## config.mk

```make
export PLATFORM = sky130hd
export DESIGN_NAME = spi_hold_slave
export DESIGN_NICKNAME = d
export VERILOG_FILES = /design/src/rtl/spi_hold_pkg.sv /design/src/rtl/spi_pin_sync.sv /design/src/rtl/spi_hold_ctl.sv /design/src/rtl/spi_shift_core.sv /design/src/rtl/spi_hold_slave.sv
export SDC_FILE = /design/constraint.sdc
export NUM_CORES = 1
export LEC_CHECK = 0
export CAP_MARGIN = 20
export CORE_ASPECT_RATIO = 0.75
export CORE_UTILIZATION = 55
export CTS_CLUSTER_SIZE = 28
export DETAILED_ROUTE_END_ITERATION = 10
export PLACE_DENSITY = 0.82
export REMOVE_ABC_BUFFERS = 1
export SLEW_MARGIN = 20
export SYNTH_ARGS = -nofsm -noshare
export SYNTH_HDL_FRONTEND = slang
export SYNTH_SLANG_ARGS = --single-unit
```

## constraint.sdc

```tcl
create_clock -name clk_i -period 2.3 [get_ports clk_i]
set_clock_uncertainty 0.1 [all_clocks]
set_input_delay 0.345 -clock clk_i [delete_from_list [all_inputs] [get_ports clk_i]]
set_output_delay 0.345 -clock clk_i [all_outputs]
set_load 0.005 [all_outputs]
```

## src/rtl/spi_hold_pkg.sv

```systemverilog
package spi_hold_pkg;
  localparam int unsigned NUM_PINS = 4;
  localparam int unsigned PIN_CS   = 0;
  localparam int unsigned PIN_SCK  = 1;
  localparam int unsigned PIN_SI   = 2;
  localparam int unsigned PIN_HOLD = 3;

  typedef struct packed {
    logic lvl;
    logic rise;
    logic fall;
  } pin_ev_t;
endpackage

```

## src/rtl/spi_pin_sync.sv

```systemverilog
module spi_pin_sync
  import spi_hold_pkg::*;
#(
  parameter int unsigned    N       = 4,
  parameter int unsigned    STAGES  = 2,
  parameter logic [N-1:0]   RST_VAL = '0
) (
  input  logic              clk_i,
  input  logic              rst_ni,
  input  logic [N-1:0]      pin_i,
  output pin_ev_t [N-1:0]   ev_o
);

  for (genvar g = 0; g < N; g++) begin : g_pin
    logic [STAGES-1:0] stg_q;
    logic              prev_q;

    always_ff @(posedge clk_i or negedge rst_ni) begin
      if (!rst_ni) begin
        stg_q  <= {STAGES{RST_VAL[g]}};
        prev_q <= RST_VAL[g];
      end else begin
        stg_q  <= {stg_q[STAGES-2:0], pin_i[g]};
        prev_q <= stg_q[STAGES-1];
      end
    end

    assign ev_o[g].lvl  = stg_q[STAGES-1];
    assign ev_o[g].rise = stg_q[STAGES-1] & ~prev_q;
    assign ev_o[g].fall = ~stg_q[STAGES-1] & prev_q;
  end

endmodule

```

## src/rtl/spi_hold_ctl.sv

```systemverilog
module spi_hold_ctl (
  input  logic clk_i,
  input  logic rst_ni,
  input  logic cs_act_i,
  input  logic sck_lvl_i,
  input  logic hold_lvl_i,
  output logic paused_o
);

  // hold level is only looked at while SCK is low; a change with SCK high waits
  always_ff @(posedge clk_i or negedge rst_ni) begin
    if (!rst_ni)        paused_o <= 1'b0;
    else if (!cs_act_i) paused_o <= 1'b0;
    else if (!sck_lvl_i) paused_o <= ~hold_lvl_i;
  end

endmodule

```

## src/rtl/spi_shift_core.sv

```systemverilog
module spi_shift_core #(
  parameter int unsigned DATA_W = 8,
  localparam int unsigned CNT_W = (DATA_W > 1) ? $clog2(DATA_W) : 1
) (
  input  logic              clk_i,
  input  logic              rst_ni,
  input  logic              cs_fall_i,
  input  logic              cs_rise_i,
  input  logic              rise_i,
  input  logic              fall_i,
  input  logic              si_i,
  input  logic [DATA_W-1:0] tx_byte_i,
  output logic [DATA_W-1:0] rx_byte_o,
  output logic              rx_valid_o,
  output logic              frame_start_o,
  output logic              frame_end_o,
  output logic              frame_whole_o,
  output logic              so_o,
  output logic [CNT_W-1:0]  bit_cnt_o
);

  localparam logic [CNT_W-1:0] LAST_BIT = CNT_W'(DATA_W - 1);

  logic [DATA_W-2:0] rx_sr_q;
  logic [DATA_W-1:0] tx_sr_q;
  logic              armed_q;  // a rising edge was seen since the last load/shift

  always_ff @(posedge clk_i or negedge rst_ni) begin
    if (!rst_ni) begin
      rx_sr_q       <= '0;
      tx_sr_q       <= '0;
      armed_q       <= 1'b0;
      bit_cnt_o     <= '0;
      rx_byte_o     <= '0;
      rx_valid_o    <= 1'b0;
      frame_start_o <= 1'b0;
      frame_end_o   <= 1'b0;
      frame_whole_o <= 1'b0;
    end else begin
      rx_valid_o    <= 1'b0;
      frame_start_o <= 1'b0;
      frame_end_o   <= 1'b0;
      if (cs_fall_i) begin
        frame_start_o <= 1'b1;
        bit_cnt_o     <= '0;
        armed_q       <= 1'b0;
        tx_sr_q       <= tx_byte_i;
      end else begin
        if (rise_i) begin
          rx_sr_q <= {rx_sr_q[DATA_W-3:0], si_i};
          armed_q <= 1'b1;
          if (bit_cnt_o == LAST_BIT) begin
            rx_byte_o  <= {rx_sr_q, si_i};
            rx_valid_o <= 1'b1;
            bit_cnt_o  <= '0;
          end else begin
            bit_cnt_o <= bit_cnt_o + 1'b1;
          end
        end
        if (fall_i && armed_q) begin
          armed_q <= 1'b0;
          if (bit_cnt_o == '0) tx_sr_q <= tx_byte_i;
          else                 tx_sr_q <= {tx_sr_q[DATA_W-2:0], 1'b0};
        end
      end
      if (cs_rise_i) begin
        frame_end_o   <= 1'b1;
        frame_whole_o <= (bit_cnt_o == '0);
      end
    end
  end

  assign so_o = tx_sr_q[DATA_W-1];

endmodule

```

## src/rtl/spi_hold_slave.sv

```systemverilog
module spi_hold_slave
  import spi_hold_pkg::*;
#(
  parameter int unsigned DATA_W      = 8,
  parameter int unsigned SYNC_STAGES = 2
) (
  input  logic              clk_i,
  input  logic              rst_ni,
  input  logic              cs_ni,
  input  logic              sck_i,
  input  logic              si_i,
  input  logic              hold_ni,
  input  logic [DATA_W-1:0] tx_byte_i,
  output logic [DATA_W-1:0] rx_byte_o,
  output logic              rx_valid_o,
  output logic              frame_start_o,
  output logic              frame_end_o,
  output logic              frame_whole_o,
  output logic              so_o,
  output logic              so_oe_o
);

  localparam int unsigned CNT_W = (DATA_W > 1) ? $clog2(DATA_W) : 1;
  localparam logic [NUM_PINS-1:0] PIN_RST =
    (NUM_PINS'(1) << PIN_CS) | (NUM_PINS'(1) << PIN_HOLD);

  logic [NUM_PINS-1:0] pin_raw;
  pin_ev_t [NUM_PINS-1:0] ev;
  logic cs_act, sck_lvl, paused, run, rise_q, fall_q;
  logic [CNT_W-1:0] bit_cnt;
  logic unused_pin_edges;

  always_comb begin
    pin_raw           = '0;
    pin_raw[PIN_CS]   = cs_ni;
    pin_raw[PIN_SCK]  = sck_i;
    pin_raw[PIN_SI]   = si_i;
    pin_raw[PIN_HOLD] = hold_ni;
  end

  spi_pin_sync #(
    .N       (NUM_PINS),
    .STAGES  (SYNC_STAGES),
    .RST_VAL (PIN_RST)
  ) u_sync (
    .clk_i  (clk_i),
    .rst_ni (rst_ni),
    .pin_i  (pin_raw),
    .ev_o   (ev)
  );

  assign cs_act  = ~ev[PIN_CS].lvl;
  assign sck_lvl = ev[PIN_SCK].lvl;
  assign unused_pin_edges = ^{ev[PIN_SI].rise, ev[PIN_SI].fall,
                              ev[PIN_HOLD].rise, ev[PIN_HOLD].fall};

  spi_hold_ctl u_hold (
    .clk_i      (clk_i),
    .rst_ni     (rst_ni),
    .cs_act_i   (cs_act),
    .sck_lvl_i  (sck_lvl),
    .hold_lvl_i (ev[PIN_HOLD].lvl),
    .paused_o   (paused)
  );

  assign run    = cs_act & ~paused;
  assign rise_q = ev[PIN_SCK].rise & run;
  assign fall_q = ev[PIN_SCK].fall & run;

  spi_shift_core #(
    .DATA_W (DATA_W)
  ) u_core (
    .clk_i         (clk_i),
    .rst_ni        (rst_ni),
    .cs_fall_i     (ev[PIN_CS].fall),
    .cs_rise_i     (ev[PIN_CS].rise),
    .rise_i        (rise_q),
    .fall_i        (fall_q),
    .si_i          (ev[PIN_SI].lvl),
    .tx_byte_i     (tx_byte_i),
    .rx_byte_o     (rx_byte_o),
    .rx_valid_o    (rx_valid_o),
    .frame_start_o (frame_start_o),
    .frame_end_o   (frame_end_o),
    .frame_whole_o (frame_whole_o),
    .so_o          (so_o),
    .bit_cnt_o     (bit_cnt)
  );

  assign so_oe_o = run;

endmodule

```

==> results of run 1 <==
==> metrics by stage <==
| step | setup WS (ps) | util | cells | cell area [um2] | total power, W |
|---|---|---|---|---|---|
| after detailed placement | 578.4 | 0.7057 | 177 | 1936 | 0.001045 |
| after CTS | 361.3 | 0.7359 | 185 | 2018 | 0.001493 |
| after global routing | 318.9 | 0.7359 | 185 | 2018 | 0.001542 |
| after floorplan | 523.1 | - | 113 | 1618 | 0.0009580 |
| final | 373.9 | 0.7359 | 185 | 2018 | 0.001472 |
| after global placement | 645.0 | 0.7057 | 177 | 1936 | 0.001027 |
==> registers in the layout, summed over array words and instances, names as in the netlist <==
signal,count
u_core.frame_end_o,1
u_core.armed_q,1
u_core.bit_cnt_o,3
u_core.rx_valid_o,1
u_sync.g_pin.stg_q,8
u_sync.g_pin.prev_q,2
u_core.frame_whole_o,1
u_core.tx_sr_q,8
u_core.rx_byte_o,8
u_core.frame_start_o,1
u_core.rx_sr_q,7
u_hold.paused_o,1
==> where the power goes <==
part,switching [W],internal [W]
combinational,0.0000668,0.0000950
sequential,0.0000530,0.000813
clock,0.000233,0.000210
total,0.000353,0.00112
==> cell type report <==
class	count	area, um2	area share
timing repair buffer	28	272.8	0.1352
multi-input combinational	67	545.5	0.2703
clock inverter	2	10.01	0.004960
inverter	4	15.01	0.007440
sequential	42	1057	0.5239
clock buffer	6	72.57	0.03596
tap	36	45.04	0.02232
==> per-layer routing <==
layer,vias up,track usage,wire length (um)
met1,480,0.2229,1142
met3,6,0.06250,90
met2,20,0.3419,1359
met5,-,0,0
met4,0,0.1196,54
li1,460,-,-
==> final timing paths <==
| path | startpoint | endpoint | slack [ps] | cells after the start |
|---|---|---|---|---|
| setup / recovery | u_sync.g_pin[0].stg_q[1]$_DFF_PN1_ | so_oe_o | 370 | 2 |
| hold / removal | rst_ni | u_core.rx_sr_q[0]$_DFFE_PN0P_ | 60 | 1 |
| setup reg to reg | u_sync.g_pin[0].prev_q$_DFF_PN1_ | u_core.tx_sr_q[1]$_DFFE_PN0P_ | 570 | 4 |
| hold reg to reg | u_sync.g_pin[2].stg_q[0]$_DFF_PN0_ | u_sync.g_pin[2].stg_q[1]$_DFF_PN0_ | 250 | 0 |
| max in group asynchronous | rst_ni | u_core.tx_sr_q[0]$_DFFE_PN0P_ | 1500 | 1 |
| min in group clk_i | u_sync.g_pin[2].stg_q[0]$_DFF_PN0_ | u_sync.g_pin[2].stg_q[1]$_DFF_PN0_ | 250 | 0 |
==> cells in the final DEF, fill, tap and decap left out, drive strengths merged, types with 2 or more instances in the layout <==
cell type / netlist / routed
mux2: 16 / 16
o21bai: 2 / 2
mux2i: 7 / 7
ha: 3 / 3
clkinv: 0 / 2
a22o: 3 / 3
buf: 4 / 2
nand2: 10 / 10
nor2b: 2 / 2
dfstp: 5 / 5
inv: 4 / 4
nor2: 5 / 5
clkbuf: 0 / 6
dfrtp: 37 / 37
a21oi: 2 / 2
clkdlybuf4s50: 0 / 26
o21ai: 10 / 10
==> cell families after synthesis <==
kind of cell,Yosys count,synth area share
compound gates,18,0.07240
fa+ha+maj,3,0.02263
buf+inv,8,0.03393
flops,42,0.6373
mux,23,0.1508
simple gates,23,0.08296
==> worst max-delay path: cells and delay by family (launching register included) <==
family	cells	cell delay, ps
and+or+nand+nor	1	70
buffers and inverters	1	450
DFF	1	670
==> synth_stat cells (all sizes together) <==
cell     n
a22o     3
or2      1
and2b    1
dfstp    5
o21ai   10
nor4     1
and4bb   1
a21oi    2
o21bai   2
nor2b    2
nor3     1
dfrtp   37
inv      4
ha       3
nor2     5
mux2i    7
a21o     1
mux2    16
nand2   10
buf      4
nand2b   1
==> flow_summary.toml, run 1 <==
[route]
routed_wl_um = 2646
via_count = 966
drt-initial-drc-count = 18
vias_per_cell = 5.222
dr.pass1.iters = 2
route.detailed.wl_per_inst_um = 14.30
drtAntennaViolNets = 0
remaining_drc_errors = 0

[yosys]
syn_area_mm2 = 0.001659
ys_warn_count = 0
yosysTopAreaCellShare = 0.5581
syn_area_per_cell_um2 = 14.18
ys_seq_area_frac = 0.6373
synth_cell_types = 27
synth.area.top_cells = "dfrtp_1 56%, mux2_2 10%, dfstp_2 7.9%"
synth_seq_cells = 42
synthCells = 117
synth_area_leader_cell = "dfrtp_1"

[cts]
clk_pin_slew_ps = 80
htree_levels = 2
clk_latency_ps = 300
cts_resized = 0
clk_path_buf_depth = 2
numCtsBuffers = 5
cts_tree = "built"
post_cts_buffers = 0
clock-sinks = 42
cts_root_buf = "clkbuf_8"
holdBufCountCts = 0

[die]
io_pins = 28
rows = 16
die-area_mm2 = 0.003243
core_mm2 = 0.002743
die_w_um = 65.42
die_y_um = 49.57
start_util = 0.6049

[timing]
setup_viol = 0
hold_ws_ps = 56.32
min_period_ps = 1926
final.setup.tns_ps = 0
worst_pin_slew_ps = 857.1
relSlewSlack = 0.4286
maxSlewViolCount = 0
finalHoldViolCount = 0
rsz0062_at_grt = "false"
fmax_ghz = 0.5192
min_period_over_period = 0.8375

[placed_design]
numPortBuffers = 27
routabilityCongestion = 0.6911
post-dp-hpwl_um = 1938

[cells_and_area]
fin_nets = 165
area_growth_pct = 21.64
n_antenna_cell = 0
layout-drive-gt1-share = 0.2282
num-fill-cells = 168

[power_and_ir_drop]
p_per_area_mw_per_mm2 = 729.2
leakage_nw = 0.9783
ir_drop_mv = 0.4832

[setup_path]
critical_path.startpoint_type = "register"
cp_cell_sequence = "nor2_1 -> clkdlybuf4s50_1"
cp_max_fo = 10
critPathMaxStageDelay_ps = 670
path_class = "register to primary output"
worstPathRequired_ps = 1860
crit_path_end_kind = "primary output"
cp.arrival_ps = 1480
crit_slowest_cell = "dfstp_2"

[global_routing]
grt_pass1_vias = 1012
grt_first_pass_wirelength_um = 4547
grt_start_max_net_pins = 43
overflow = 0
grt_antenna_before_repair = 0
grt.total_usage = 0.2022

[job]
maxCapViolCount = 0

[outcome]
status = "finished, final reports clean"

[worst_hold_path]
hold_path_class = "primary input to async pin"
No activity file was read; power rests on OpenSTA's default activity.
==> run 2, diff against run 1 <==
CORE_UTILIZATION = 51   (was 55)
PLACE_DENSITY = 0.77   (was 0.82)
clock period = 1.95 ns   (was 2.3 ns; I/O delays follow)
==> run 2 against run 1 <==
  * Power grew 27%
  * Highest routed layer unchanged
  * Flip-flop and latch count stayed put
  * Critical endpoint unchanged
  * Final area grew 2.8%
==> flow_summary.toml, run 2 (synthesized netlist as in run 1, its figures left out) <==
[outcome]
status = "finished, final reports clean"

[cells_and_area]
fin_nets = 167
layout-drive-gt1-share = 0.2252
n_antenna_cell = 0
final_cells = 189
layout_commonest_cell = "dfrtp_1"
final_area_mm2 = 0.002074
layout_common_cells = "37 x dfrtp_1, 26 x clkdlybuf4s50_1, 15 x mux2_2"
area_growth_pct = 25.04
biggestRegsByFlops = "u_core.rx_byte_o (8), u_core.tx_sr_q (8), u_sync.g_pin.stg_q (8)"

[route]
dr.pass1.iters = 4
remaining_drc_errors = 0
drt-initial-drc-count = 56
vias_per_cell = 5.011
via_count = 947
route.detailed.wl_per_inst_um = 13.82
drtAntennaViolNets = 0
routed_wl_um = 2612

[cts]
clk_latency_ps = 290
clk_path_buf_depth = 2
htree_levels = 2
cts_resized = 0
clk_pin_slew_ps = 70
clock-sinks = 42
cts_root_buf = "clkbuf_8"
post_cts_buffers = 0
numCtsBuffers = 5
cts_tree = "built"

[power_and_ir_drop]
ir_drop_mv = 0.6635
leakage_nw = 0.9993
finalPower_w = 0.001875
p_per_area_mw_per_mm2 = 903.6

[timing]
final.setup.tns_ps = 0
finalHoldViolCount = 0
min_period_ps = 1882
hold_ws_ps = 254.7
min_period_over_period = 0.9650
rsz0062_at_grt = "false"
setup_viol = 0
relSlewSlack = 0.7136
maxSlewViolCount = 0
fmax_ghz = 0.5314
worst_pin_slew_ps = 429.6

[global_routing]
grt_first_pass_wirelength_um = 4505
grt_antenna_before_repair = 0
grt_start_max_net_pins = 43
grt.total_usage = 0.1837
grt_pass1_vias = 987
overflow = 0

[setup_path]
path_class = "register to primary output"
worstPathRequired_ps = 1560
cp.arrival_ps = 1490
critical_path.startpoint_type = "register"
crit_path_end_kind = "primary output"
cp_max_fo = 10

[die]
io_pins = 28
die_y_um = 51.40
core_mm2 = 0.003020
start_util = 0.5493
rows = 17
die_w_um = 67.86
die-area_mm2 = 0.003488

[placed_design]
post-dp-hpwl_um = 1822
place_inst = 180
numPortBuffers = 27
routabilityCongestion = 0.7254
dpl_cell_area_mm2 = 0.001958

[worst_hold_path]
hold_path_class = "register to register"

[job]
maxCapViolCount = 0
run 2: changes by cell type in the layout (fill, tap and decap cells not counted):
cell | before | now
clkinv_2 | 2 | 0
buf_12 | 0 | 1
bufinv_16 | 0 | 1
clkbuf_1 | 1 | 2
dlygate4sd3_1 | 0 | 1
run 2: stage by stage:
stage	utilization	setup WS, ps
final	0.6868	68.18
after global routing	0.6868	9.324
after CTS	0.6868	43.89
after detailed placement	0.6483	243.9
after global placement	0.6483	273.6
after floorplan	-	173.1
run 2: report_power, final:
part / total, W / switching [W] / internal, W
clock network: 0.000655 / 0.000272 / 0.000383
logic: 0.000198 / 0.0000803 / 0.000117
registers: 0.00102 / 0.0000629 / 0.000959
run 2: critical path: stages, from the launching register on:
cell and delay [ps]:
dfstp_2 670, nor2_1 70, clkdlybuf4s50_1 470
run 2: worst paths after layout:
kind                                                          from                                 end  slack (ps)  cells past startpoint
worst max-delay path            u_sync.g_pin[0].stg_q[1]$_DFF_PN1_                             so_oe_o          70                      2
worst min-delay path            u_sync.g_pin[1].stg_q[0]$_DFF_PN0_  u_sync.g_pin[1].stg_q[1]$_DFF_PN0_         250                      0
worst max register to register         u_hold.paused_o$_DFFE_PN0P_     u_core.rx_byte_o[0]$_DFFE_PN0P_         220                      3
worst min register to register  u_sync.g_pin[1].stg_q[0]$_DFF_PN0_  u_sync.g_pin[1].stg_q[1]$_DFF_PN0_         250                      0
max in group asynchronous                                   rst_ni    u_sync.g_pin[0].prev_q$_DFF_PN1_        1080                      3
min in group asynchronous                                   rst_ni     u_core.rx_byte_o[1]$_DFFE_PN0P_         400                      3
run 2: what timing repair did:
action / in CTS / in global routing
hold endpoints to repair: 37 / 0
hold buffers: 1 / 0
endpoints found under the setup margin: 0 / 0
run 2: area by class of cell:
cell class | count | area [um2]
sequential | 42 | 1057
fill | 224 | 945.9
multi-input combinational | 67 | 545.5
timing repair buffer | 30 | 302.8
clock buffer | 7 | 76.32
tap | 38 | 47.55
clock inverter | 1 | 30.03
inverter | 4 | 15.01
run 2: metal layers:
| layer | global-route usage | up-vias | wire length, um |
|---|---|---|---|
| li1 | - | 462 | - |
| met1 | 0.2367 | 458 | 1214 |
| met2 | 0.2789 | 23 | 1251 |
| met3 | 0.07143 | 4 | 118 |
| met4 | 0.06944 | 0 | 26 |
| met5 | 0 | - | 0 |
==> run 3, diff against run 2 <==
ABC_CLOCK_PERIOD_IN_PS = 1950   (was unset)
CELL_PAD_IN_SITES_DETAIL_PLACEMENT = 0   (was unset)
CELL_PAD_IN_SITES_GLOBAL_PLACEMENT = 1   (was unset)
CORE_UTILIZATION = 42   (was 51)
PLACE_DENSITY = unset   (was 0.77)
PLACE_DENSITY_LB_ADDON = 0.1   (was unset)
SETUP_SLACK_MARGIN = 0.1   (was unset)
==> run 3 against run 2 <==
  * Sequential power is essentially flat
  * Power is 0.20% lower
  * Global-route usage decreased by 5.6 points
  * Flip-flop and latch count did not move
  * Critical path type is now register to register
  * Die area increased by 21%
  * Fmax is 9.8% higher
  * Via count rose by 0.11%
  * Largest cell class unchanged
  * Critical path depth rose by 2
==> flow_summary.toml, run 3 (synthesized netlist as in run 1, its figures left out) <==
[die]
core_mm2 = 0.003709
die-area_mm2 = 0.004208
die_y_um = 56.43
rows = 19
start_util = 0.4474
die_w_um = 74.58
io_pins = 28

[setup_path]
path_class = "register to register"
cp_max_fo = 8
crit_path_end_kind = "register"
worstPathRequired_ps = 2010
critPathMaxStageDelay_ps = 630
path_delay_family = "flip-flops"
critical_path.startpoint_type = "register"
crit_slowest_cell = "dfstp_2"
cp.arrival_ps = 1770
cp_cell_sequence = "nor2b_4 -> or2_1 -> mux2i_1 -> o21ai_1"
path_buf_inv = 0

[route]
routed_wl_um = 2320
dr.pass1.iters = 4
drtAntennaViolNets = 0
remaining_drc_errors = 0
vias_per_cell = 4.647
via_count = 948
drt-initial-drc-count = 28
route.detailed.wl_per_inst_um = 11.37

[global_routing]
grt_pass1_vias = 888
grt.total_usage = 0.1280
overflow = 0
grt_start_max_net_pins = 42
grt_antenna_before_repair = 0
grt_first_pass_wirelength_um = 3988

[cts]
clk_pin_slew_ps = 80
cts_tree = "built"
clk_path_buf_depth = 2
clk_latency_ps = 280
htree_levels = 2
cts_root_buf = "clkbuf_8"
numCtsBuffers = 5
clock-sinks = 42

[cells_and_area]
n_antenna_cell = 0
layout_commonest_cell = "dfrtp_1"
fin_nets = 168
register_area_mm2 = 0.001059
area_growth_pct = 27.00
multiInputGateArea_um2 = 545.5
final_cells = 204
layout-drive-gt1-share = 0.2434
num-fill-cells = 321
final_area_mm2 = 0.002107
fin_util = 0.5682
layout_common_cells = "36 x dfrtp_1, 25 x clkdlybuf4s50_1, 15 x mux2_2"
biggestRegsByFlops = "u_core.rx_byte_o (8), u_core.tx_sr_q (8), u_sync.g_pin.stg_q (8)"

[timing]
min_period_ps = 1713
fmax_ghz = 0.5837
maxSlewViolCount = 0
worst_pin_slew_ps = 434.6
min_period_over_period = 0.8786
final.setup.tns_ps = 0
rsz0062_at_grt = "false"
finalHoldViolCount = 0
relSlewSlack = 0.7102
setup_viol = 0

[power_and_ir_drop]
p_per_area_mw_per_mm2 = 887.8
leakage_nw = 1.012
ir_drop_mv = 0.4786

[outcome]
status = "finished, final reports clean"

[placed_design]
post-dp-hpwl_um = 1607
numPortBuffers = 27
place_inst = 194
routabilityCongestion = 0.6755
dpl_cell_area_mm2 = 0.001976

[job]
maxCapViolCount = 0

[worst_hold_path]
hold_path_class = "primary input to async pin"
==> run 3: path summary, 6_finish.rpt <==
check | startpoint | end | slack [ps] | cells past startpoint
setup reg to reg | u_sync.g_pin[0].prev_q$_DFF_PN1_ | u_core.tx_sr_q[3]$_DFFE_PN0P_ | 240 | 4
hold reg to reg | u_sync.g_pin[2].stg_q[0]$_DFF_PN0_ | u_sync.g_pin[2].stg_q[1]$_DFF_PN0_ | 250 | 0
min in group clk_i | u_sync.g_pin[2].stg_q[0]$_DFF_PN0_ | u_sync.g_pin[2].stg_q[1]$_DFF_PN0_ | 250 | 0
setup / recovery | u_sync.g_pin[0].prev_q$_DFF_PN1_ | u_core.tx_sr_q[3]$_DFFE_PN0P_ | 240 | 4
max in group asynchronous | rst_ni | u_sync.g_pin[3].stg_q[0]$_DFF_PN1_ | 1070 | 3
hold / removal | rst_ni | u_core.rx_valid_o$_DFF_PN0_ | 230 | 2
==> run 3: per-layer routing <==
| metal | vias to the layer above | wire [um] | track usage |
|---|---|---|---|
| met5 | - | 0 | 0 |
| met4 | 0 | 22 | 0.04852 |
| met3 | 2 | 129 | 0.05206 |
| met2 | 20 | 991 | 0.1750 |
| met1 | 457 | 1176 | 0.1804 |
| li1 | 469 | - | - |
==> run 3: layout make-up <==
type                       count  share of cell area
clock inverter                 2             0.01781
clock buffer                   6             0.03444
tap                           52             0.03088
inverter                       4            0.007126
multi-input combinational     67              0.2589
timing repair buffer          31              0.1485
sequential                    42              0.5024
==> run 3: where the power goes <==
group	total (W)	internal, W	switching [W]
sequential	0.00101	0.000959	0.0000526
combinational	0.000198	0.000118	0.0000799
clock	0.000661	0.000382	0.000279
total	0.00187	0.00146	0.000412
==> run 3: per-stage QoR <==
stage               hold WS (ps)  total power, W  worst slack (ps)
global placement          -9.585        0.001221             270.9
global route               243.9        0.001970             104.2
floorplan                 -103.1        0.001130             173.1
finish                     227.5        0.001871             236.7
detailed placement        -6.844        0.001231             242.8
CTS                        218.5        0.001902             114.9
==> run 3: worst register-to-register path, cell delays in order, from the launching register on <==
cell and delay (ps):
dfstp_2 630, nor2b_4 170, or2_1 380, mux2i_1 240, o21ai_1 80
==> run 3: timing repair <==
action                                  in CTS  in global routing
hold buffers                                 1                  0
pin swaps                                    0                  0
endpoints found under the setup margin       1                  1
hold endpoints to repair                    37                  0
resized for setup                            0                  2
buffers inserted                             1                  0
